--- src/rtl/pwm_dual_pkg.sv ---
package pwm_dual_pkg;

    // Register address of the prescaler reload value.
    localparam int PRESC_SEL = 0;

    // Register address of a channel's duty value.
    function automatic int cmp_sel(input int ch);
        return ch + 1;
    endfunction

    // Highest count the period counter holds for a given width (modulus 2^w - 1).
    function automatic int period_last(input int w);
        return (1 << w) - 2;
    endfunction

    typedef enum logic {
        LVL_LOW  = 1'b0,
        LVL_HIGH = 1'b1
    } pwm_level_e;

endpackage

--- src/rtl/pwm_reg_bank.sv ---
module pwm_reg_bank
    import pwm_dual_pkg::*;
#(
    parameter int DW  = 8,
    parameter int NCH = 2,
    parameter int AW  = 2
) (
    input  logic                    clk,
    input  logic                    rst,
    input  logic                    we,
    input  logic [AW-1:0]           addr,
    input  logic [DW-1:0]           wdata,
    output logic [DW-1:0]           rdata,
    output logic [DW-1:0]           presc_q,
    output logic [NCH-1:0][DW-1:0]  cmp_q
);

    always_ff @(posedge clk) begin
        if (rst) begin
            presc_q <= '0;
            cmp_q   <= '0;
        end else if (we) begin
            if (addr == AW'(PRESC_SEL)) presc_q <= wdata;
            for (int ch = 0; ch < NCH; ch++) begin
                if (addr == AW'(cmp_sel(ch))) cmp_q[ch] <= wdata;
            end
        end
    end

    always_comb begin
        rdata = '0;
        if (addr == AW'(PRESC_SEL)) rdata = presc_q;
        for (int ch = 0; ch < NCH; ch++) begin
            if (addr == AW'(cmp_sel(ch))) rdata = cmp_q[ch];
        end
    end

endmodule

--- src/rtl/pwm_tick_div.sv ---
module pwm_tick_div #(
    parameter int DW = 8
) (
    input  logic          clk,
    input  logic          rst,
    input  logic [DW-1:0] reload,
    output logic          tick
);

    // Counts down from the reload value. The strobe fires at zero and
    // the reload is sampled only at that moment.
    logic [DW-1:0] div_q;

    assign tick = (div_q == '0);

    always_ff @(posedge clk) begin
        if (rst)       div_q <= '0;
        else if (tick) div_q <= reload;
        else           div_q <= div_q - DW'(1);
    end

endmodule

--- src/rtl/pwm_period_cnt.sv ---
module pwm_period_cnt
    import pwm_dual_pkg::*;
#(
    parameter int DW = 8
) (
    input  logic          clk,
    input  logic          rst,
    input  logic          tick,
    output logic [DW-1:0] cnt_q
);

    localparam logic [DW-1:0] LAST = DW'(period_last(DW));

    always_ff @(posedge clk) begin
        if (rst) begin
            cnt_q <= '0;
        end else if (tick) begin
            cnt_q <= (cnt_q == LAST) ? '0 : cnt_q + DW'(1);
        end
    end

endmodule

--- src/rtl/pwm_cmp_chan.sv ---
module pwm_cmp_chan
    import pwm_dual_pkg::*;
#(
    parameter int DW = 8
) (
    input  logic [DW-1:0] cmp,
    input  logic [DW-1:0] cnt,
    output logic          pwm_n
);

    pwm_level_e lvl;

    always_comb begin
        lvl = (cmp > cnt) ? LVL_LOW : LVL_HIGH;
    end

    assign pwm_n = lvl;

endmodule

--- src/rtl/pwm_dual_gen.sv ---
module pwm_dual_gen #(
    parameter int DATA_W = 8,
    parameter int NUM_CH = 2,
    localparam int ADDR_W = $clog2(NUM_CH + 1)
) (
    input  logic              clk,
    input  logic              rst,
    input  logic              reg_we,
    input  logic [ADDR_W-1:0] reg_addr,
    input  logic [DATA_W-1:0] reg_wdata,
    output logic [DATA_W-1:0] reg_rdata,
    output logic [NUM_CH-1:0] pwm_n
);

    logic [DATA_W-1:0]              presc_q;
    logic [NUM_CH-1:0][DATA_W-1:0]  cmp_q;
    logic                           tick;
    logic [DATA_W-1:0]              cnt_q;

    pwm_reg_bank #(.DW(DATA_W), .NCH(NUM_CH), .AW(ADDR_W)) regs_i (
        .clk     (clk),
        .rst     (rst),
        .we      (reg_we),
        .addr    (reg_addr),
        .wdata   (reg_wdata),
        .rdata   (reg_rdata),
        .presc_q (presc_q),
        .cmp_q   (cmp_q)
    );

    pwm_tick_div #(.DW(DATA_W)) div_i (
        .clk    (clk),
        .rst    (rst),
        .reload (presc_q),
        .tick   (tick)
    );

    pwm_period_cnt #(.DW(DATA_W)) cnt_i (
        .clk   (clk),
        .rst   (rst),
        .tick  (tick),
        .cnt_q (cnt_q)
    );

    for (genvar ch = 0; ch < NUM_CH; ch++) begin : g_chan
        pwm_cmp_chan #(.DW(DATA_W)) chan_i (
            .cmp   (cmp_q[ch]),
            .cnt   (cnt_q),
            .pwm_n (pwm_n[ch])
        );
    end

endmodule

--- config.mk ---
export PLATFORM = sky130hd
export DESIGN_NAME = pwm_dual_gen
export DESIGN_NICKNAME = d
export VERILOG_FILES = /design/src/rtl/pwm_dual_pkg.sv /design/src/rtl/pwm_reg_bank.sv /design/src/rtl/pwm_tick_div.sv /design/src/rtl/pwm_period_cnt.sv /design/src/rtl/pwm_cmp_chan.sv /design/src/rtl/pwm_dual_gen.sv
export SDC_FILE = /design/constraint.sdc
export NUM_CORES = 1
export LEC_CHECK = 0
export BUFFER_PORTS_ARGS = -buffer_cell sky130_fd_sc_hd__buf_2
export CAP_MARGIN = 20
export CORE_MARGIN = 2
export CORE_UTILIZATION = 49
export CTS_CLUSTER_DIAMETER = 200
export DETAILED_ROUTE_END_ITERATION = 7
export GPL_TIMING_DRIVEN = 0
export PLACE_DENSITY_LB_ADDON = 0.15
export SLEW_MARGIN = 5
export SYNTH_ARGS = -nofsm -noshare
export SYNTH_HDL_FRONTEND = slang
export SYNTH_SLANG_ARGS = --single-unit
--- constraint.sdc ---
create_clock -name clk -period 3.83 [get_ports clk]
set_input_delay 0.1915 -clock clk [delete_from_list [all_inputs] [get_ports clk]]
set_output_delay 0.1915 -clock clk [all_outputs]
set_load 0.01 [all_outputs]
## Yosys cells after proc, flatten, opt, wreduce, memory -nomap -nowiden

Cells that the tools add are included.

| storage, ports and cells | value |
|---|---|
| flip-flop bits (word level) | 40 |
| output and inout port bits | 10 |
| logic and storage cells | 24 |

| operators by class | value |
|---|---|
| add/subtract/negate cells | 2 |
| order comparisons | 2 |
| eq/ne operators | 3 |
| multiplexer cells | 7 |
| reduce and logical (&&, ||, !) cells | 5 |

Operators by type and width:

| cell | number |
|---|---|
| $mux W8 | 5 |
| $gt A8 B8 Y1 | 2 |
| $add A8 B1 Y8 const B | 1 |
| $eq A8 B8 Y1 const B | 1 |
| $logic_not A8 Y1 | 1 |
| $sub A8 B1 Y8 const B | 1 |
| $reduce_and A2 Y1 | 3 |
| $eq A2 B1 Y1 const B | 1 |
| $eq A2 B2 Y1 const B | 1 |
| $logic_not A2 Y1 | 1 |
| $mux W1 | 2 |

## Logic depth before layout (Yosys ltp)

| logic depth | value |
|---|---|
| depth in word-level cells | 4 |
| depth in mapped cells | 7 |
| depth with buffers taken out | 6 |

## Modules after synthesis

From an unflattened synthesis, not the netlist that was laid out.

| second synthesis, totals | value |
|---|---|
| cell total of the unflattened synthesis | 252 |
| area total of the unflattened synthesis | 2,394.8 µm² |

By module, submodules not included:

| module | times used | cells an instance | area each (µm²) | seq. area each (µm²) |
|---|---|---|---|---|
| pwm_reg_bank | 1 | 110 | 1,164.9 | 480.5 |
| pwm_tick_div | 1 | 46 | 444.2 | 160.2 |
| pwm_cmp_chan | 2 | 27 | 196.4 | 0.0 |
| pwm_period_cnt | 1 | 42 | 392.9 | 160.2 |

## Worst setup path before layout

OpenSTA, ideal clock, no wires.

| path | value |
|---|---|
| path type | register to register |
| start point | register div_i.div_q[0] |
| end point | register cnt_i.cnt_q[7] |
| setup time | 0.126 ns |
| arrival | 1.510 ns |
| required time | 3.704 ns |
| path slack | 2.194 ns |
| stages on the path, launching flop included | 8 |
| buffers on the path | 1 |
| cells stage by stage | dfxtp_1 > inv_1 > ha_1 > or3b_1 > buf_2 > nor4_2 > xnor2_1 > nor2_2 |

| between the ends | value |
|---|---|
| word-level cells in the longest chain between the ends | 1 |

RTL lines:

| element | RTL line | text |
|---|---|---|
| start, declared | pwm_tick_div.sv:12 | `logic [DW-1:0] div_q;` |
| start signal, assigned | pwm_tick_div.sv:18 | `else if (tick) div_q <= reload;` |
| start signal, assigned | pwm_tick_div.sv:19 | `else div_q <= div_q - DW'(1);` |
| $logic_not A8 Y1 | pwm_tick_div.sv:14 | `assign tick = (div_q == '0);` |
| end signal, assigned | pwm_period_cnt.sv:18 | `cnt_q <= (cnt_q == LAST) ? '0 : cnt_q + DW'(1);` |
| end, declared | pwm_period_cnt.sv:9 | `output logic [DW-1:0] cnt_q` |

No other way between the ends.
A chain may end at the register's enable or synchronous reset.

## Final worst setup path

| path | value |
|---|---|
| start point | register cnt_i.cnt_q[5] |
| end point | output port pwm_n[1] |

| between the ends | value |
|---|---|
| word-level cells in the longest chain between the ends | 2 |

RTL lines:

| element | RTL line | text |
|---|---|---|
| $gt A8 B8 Y1 | pwm_cmp_chan.sv:14 | `lvl = (cmp > cnt) ? LVL_LOW : LVL_HIGH;` |
| $mux W1 | pwm_cmp_chan.sv:14 |  |
| end, declared | pwm_dual_gen.sv:12 | `output logic [NUM_CH-1:0] pwm_n` |

No other way between the ends.

==> results.md <==
- Outcome: finished clean
- Pre-antenna DRT Iters: 4
- CP endpoint kind: primary output
- DRC viols: 0
- Post-Synthesis Cells: approximately 260
- CTS Sinks: 40
- Final ANT Viol Nets: 0
- Hold Path Class: in2reg
- Clock skew: 0.00242 ns
- Global route overflow: 0
- Seq cells post-synth: 40
- First-pass GRT wire length: 8750 um
- Fin crit period: 2.14 ns
- Buffers added on ports: 21
- Max Freq: 467 MHz
- Die width: slightly above 70 um
- VDD IR max: ~0.00035 V
- Number of global-route vias before repair: roughly 1800
- Core area: between 4000 and 5000 um2
- Most common cell after layout, fill and taps aside: dfxtp_1
- Area delta synth->final: 12.7%
- Via count: 1841
- Cts bufs inserted: 5
- Post-Route WL: slightly below 5000 um
- Clock transition at the registers of the reported paths: 0.08 ns
- Root buf cell: clkbuf_8
- Max-slew headroom: 54.5%
- Number of synthesized flops with an enable pin: 0
- Crit Path Class: reg2out
- Top post-synthesis cells by area: dfxtp_1, mux2i_1, ha_1
- P per Cell Area: ~500 nW/um2
- Startpoint class of the critical path: register
- Nets: approximately 320
- WL per Instance: about 15 um
- RSZ-0062 raised after global routing: false
- YS warnings: 0
- Clock Path Buffers: 2
- Mapped Area: ~2200 um2
- Max incr delay on CP: 0.38 ns
- DIE AREA: ~5000 um2
- N_diodes: 0
- Leak Pwr: 1.06 nW
- Crit-path max FO: 3
- Worst reg2reg setup slack: 1.90 ns
- Crit-path slowest cell: dfxtp_1
- Final HPWL DP: ~4000 um
- Mapped Nets: between 200 and 300
- Vias per inst: between 5 and 6
- Final setup fails: 0
- Max-cap violation count: 0
- Prevailing post-synth register cell: dfxtp_1
- Row count: 24
- Placer Congestion: around 0.83
- Worst skew pair latency: 0.29 ns
- Commonest cells after routing, fill and taps aside: dfxtp_1, nor2_1, mux2i_1, buf_2, nand2_1
- H-tree depth: 2
- Post-CTS Resized: 0
- Seq/Total Area, Yosys: between 30% and 40%
- Period Utilization, post-route: 55.9%
- Initial Utilization: 50.9%
- Worst hold slack: between 0.15 and 0.2 ns
- Setup TNS: 0 ns
- Layout cells sized above 1: between 10% and 20%
- Leading area contributor after synthesis: dfxtp_1
- Worst-margin pin slew: around 0.68 ns
- FILL cells: about 400
- GRT Total Usage: 22.3%
- Syn_area_per_cell: 8.56 um2
- Pin count of the biggest net entering global routing: 14
- Async S/R FF share, synth: 0%
- Slew Limit Fails: 0
- Setup repair bufs after CTS: 0
- Yosys top cell area share: between 30% and 40%
- CTS hold repair buffers: 0
- CP top delay family: compound AO/OA/AOI/OAI gates
- Worst endpoint required time: between 3 and 4 ns
- First DRT Iteration DRCs: about 110
- Num ports: 23
- Arrival @ worst endpoint: approximately 2.0 ns
- CP Cell Sequence: inv_1 > ha_1 > a21oi_1 > nor2_1 > a211oi_1 > a22o_1 > buf_4 > buf_2
- Final Hold Viols: 0
- Initial antenna violation count: 0
- Chip height: 71.3 um
- CTS tree: done
- CP Buf/Inv Count: 3
- Synth cell types: 37
[through the flow]
step	setup slack [ns]	total power [W]	instances	util, %	instance area (um2)
final	1.69	0.00128	340	57.4	2500
after detailed placement	1.94	0.000954	332	54.8	2390
after floorplan	2.19	0.000853	259	-	2220
after global routing	1.58	0.00139	340	57.4	2500
after global placement	1.97	0.000946	332	54.8	2390
after CTS	1.70	0.00130	340	57.4	2500
[cell type report]
class	instances	area (um2)	share of cell area [%]
multi-input combinational	190	1290	51.8
sequential	40	801	32.0
timing repair buffer	21	105	4.21
clock buffer	5	68.8	2.75
buffer	15	68.8	2.75
tap	52	65.1	2.60
inverter	14	52.6	2.10
clock inverter	3	42.5	1.70
[cells by family (layout without fill, tap and decap cells)]
group / after synthesis / count (layout) / share of synthesized area [%]
and+or+nand+nor: 94 / 94 / 20.6
xor gates and xnor gates: 8 / 8 / 3.16
DFF: 40 / 40 / 36.1
adders and majority gates: 19 / 19 / 10.7
buffers and inverters: 29 / 58 / 5.47
AOI/OAI and AO/OA: 44 / 44 / 12.6
muxes: 25 / 25 / 11.3
[path summary, 6_finish.rpt]
path                 endpoint        startpoint  cells past startpoint
min reg2reg  regs_i.cmp_q[14]  regs_i.cmp_q[14]                      2
max                  pwm_n[1]    cnt_i.cnt_q[5]                      8
min           regs_i.cmp_q[4]      reg_wdata[4]                      3
max reg2reg    cnt_i.cnt_q[6]    div_i.div_q[0]                      7
[tightest hold or removal path: stages]
cell and delay [ns]:
buf_2 0.11, mux2i_1 0.06, nor2_1 0.07
[cells in the mapped netlist (2+ instances only)]
| library cell | count |
|---|---|
| o21ai_0 | 11 |
| mux2i_1 | 25 |
| dfxtp_1 | 40 |
| buf_4 | 2 |
| xnor2_1 | 8 |
| nor3b_1 | 2 |
| nor2_2 | 2 |
| nand4_1 | 3 |
| a211oi_1 | 5 |
| nand3_1 | 15 |
| clkbuf_1 | 8 |
| o31ai_1 | 2 |
| nand2_1 | 22 |
| nor2b_1 | 2 |
| a21o_1 | 3 |
| a21oi_1 | 16 |
| nor4_2 | 3 |
| inv_1 | 14 |
| buf_2 | 4 |
| ha_1 | 19 |
| nor2_1 | 34 |
| nor3_1 | 3 |
| o22ai_1 | 2 |
[flip-flops by register name, indices dropped and copies added, names as in the netlist]
| register | flops |
|---|---|
| div_i.div_q | 8 |
| cnt_i.cnt_q | 8 |
| regs_i.cmp_q | 16 |
| regs_i.presc_q | 8 |
[where the power goes]
part	internal [W]	total, W	switching, W
logic	0.000190	0.000426	0.000236
registers	0.000464	0.000518	0.0000543
clock network	0.000193	0.000341	0.000148
total	0.000847	0.00128	0.000438
[routing by layer]
| layer | GRT usage (%) | up-vias | routed length, um | part of all wire [%] |
|---|---|---|---|---|
| met4 | 5.66 | 0 | 43 | 0.87 |
| li1 | - | 960 | - | - |
| met2 | 33.4 | 31 | 2220 | 45 |
| met3 | 5.63 | 4 | 166 | 3.3 |
| met5 | 0 | - | 0 | 0 |
| met1 | 32.4 | 846 | 2540 | 51 |
Note: power is estimated with default switching activity, not from simulation.
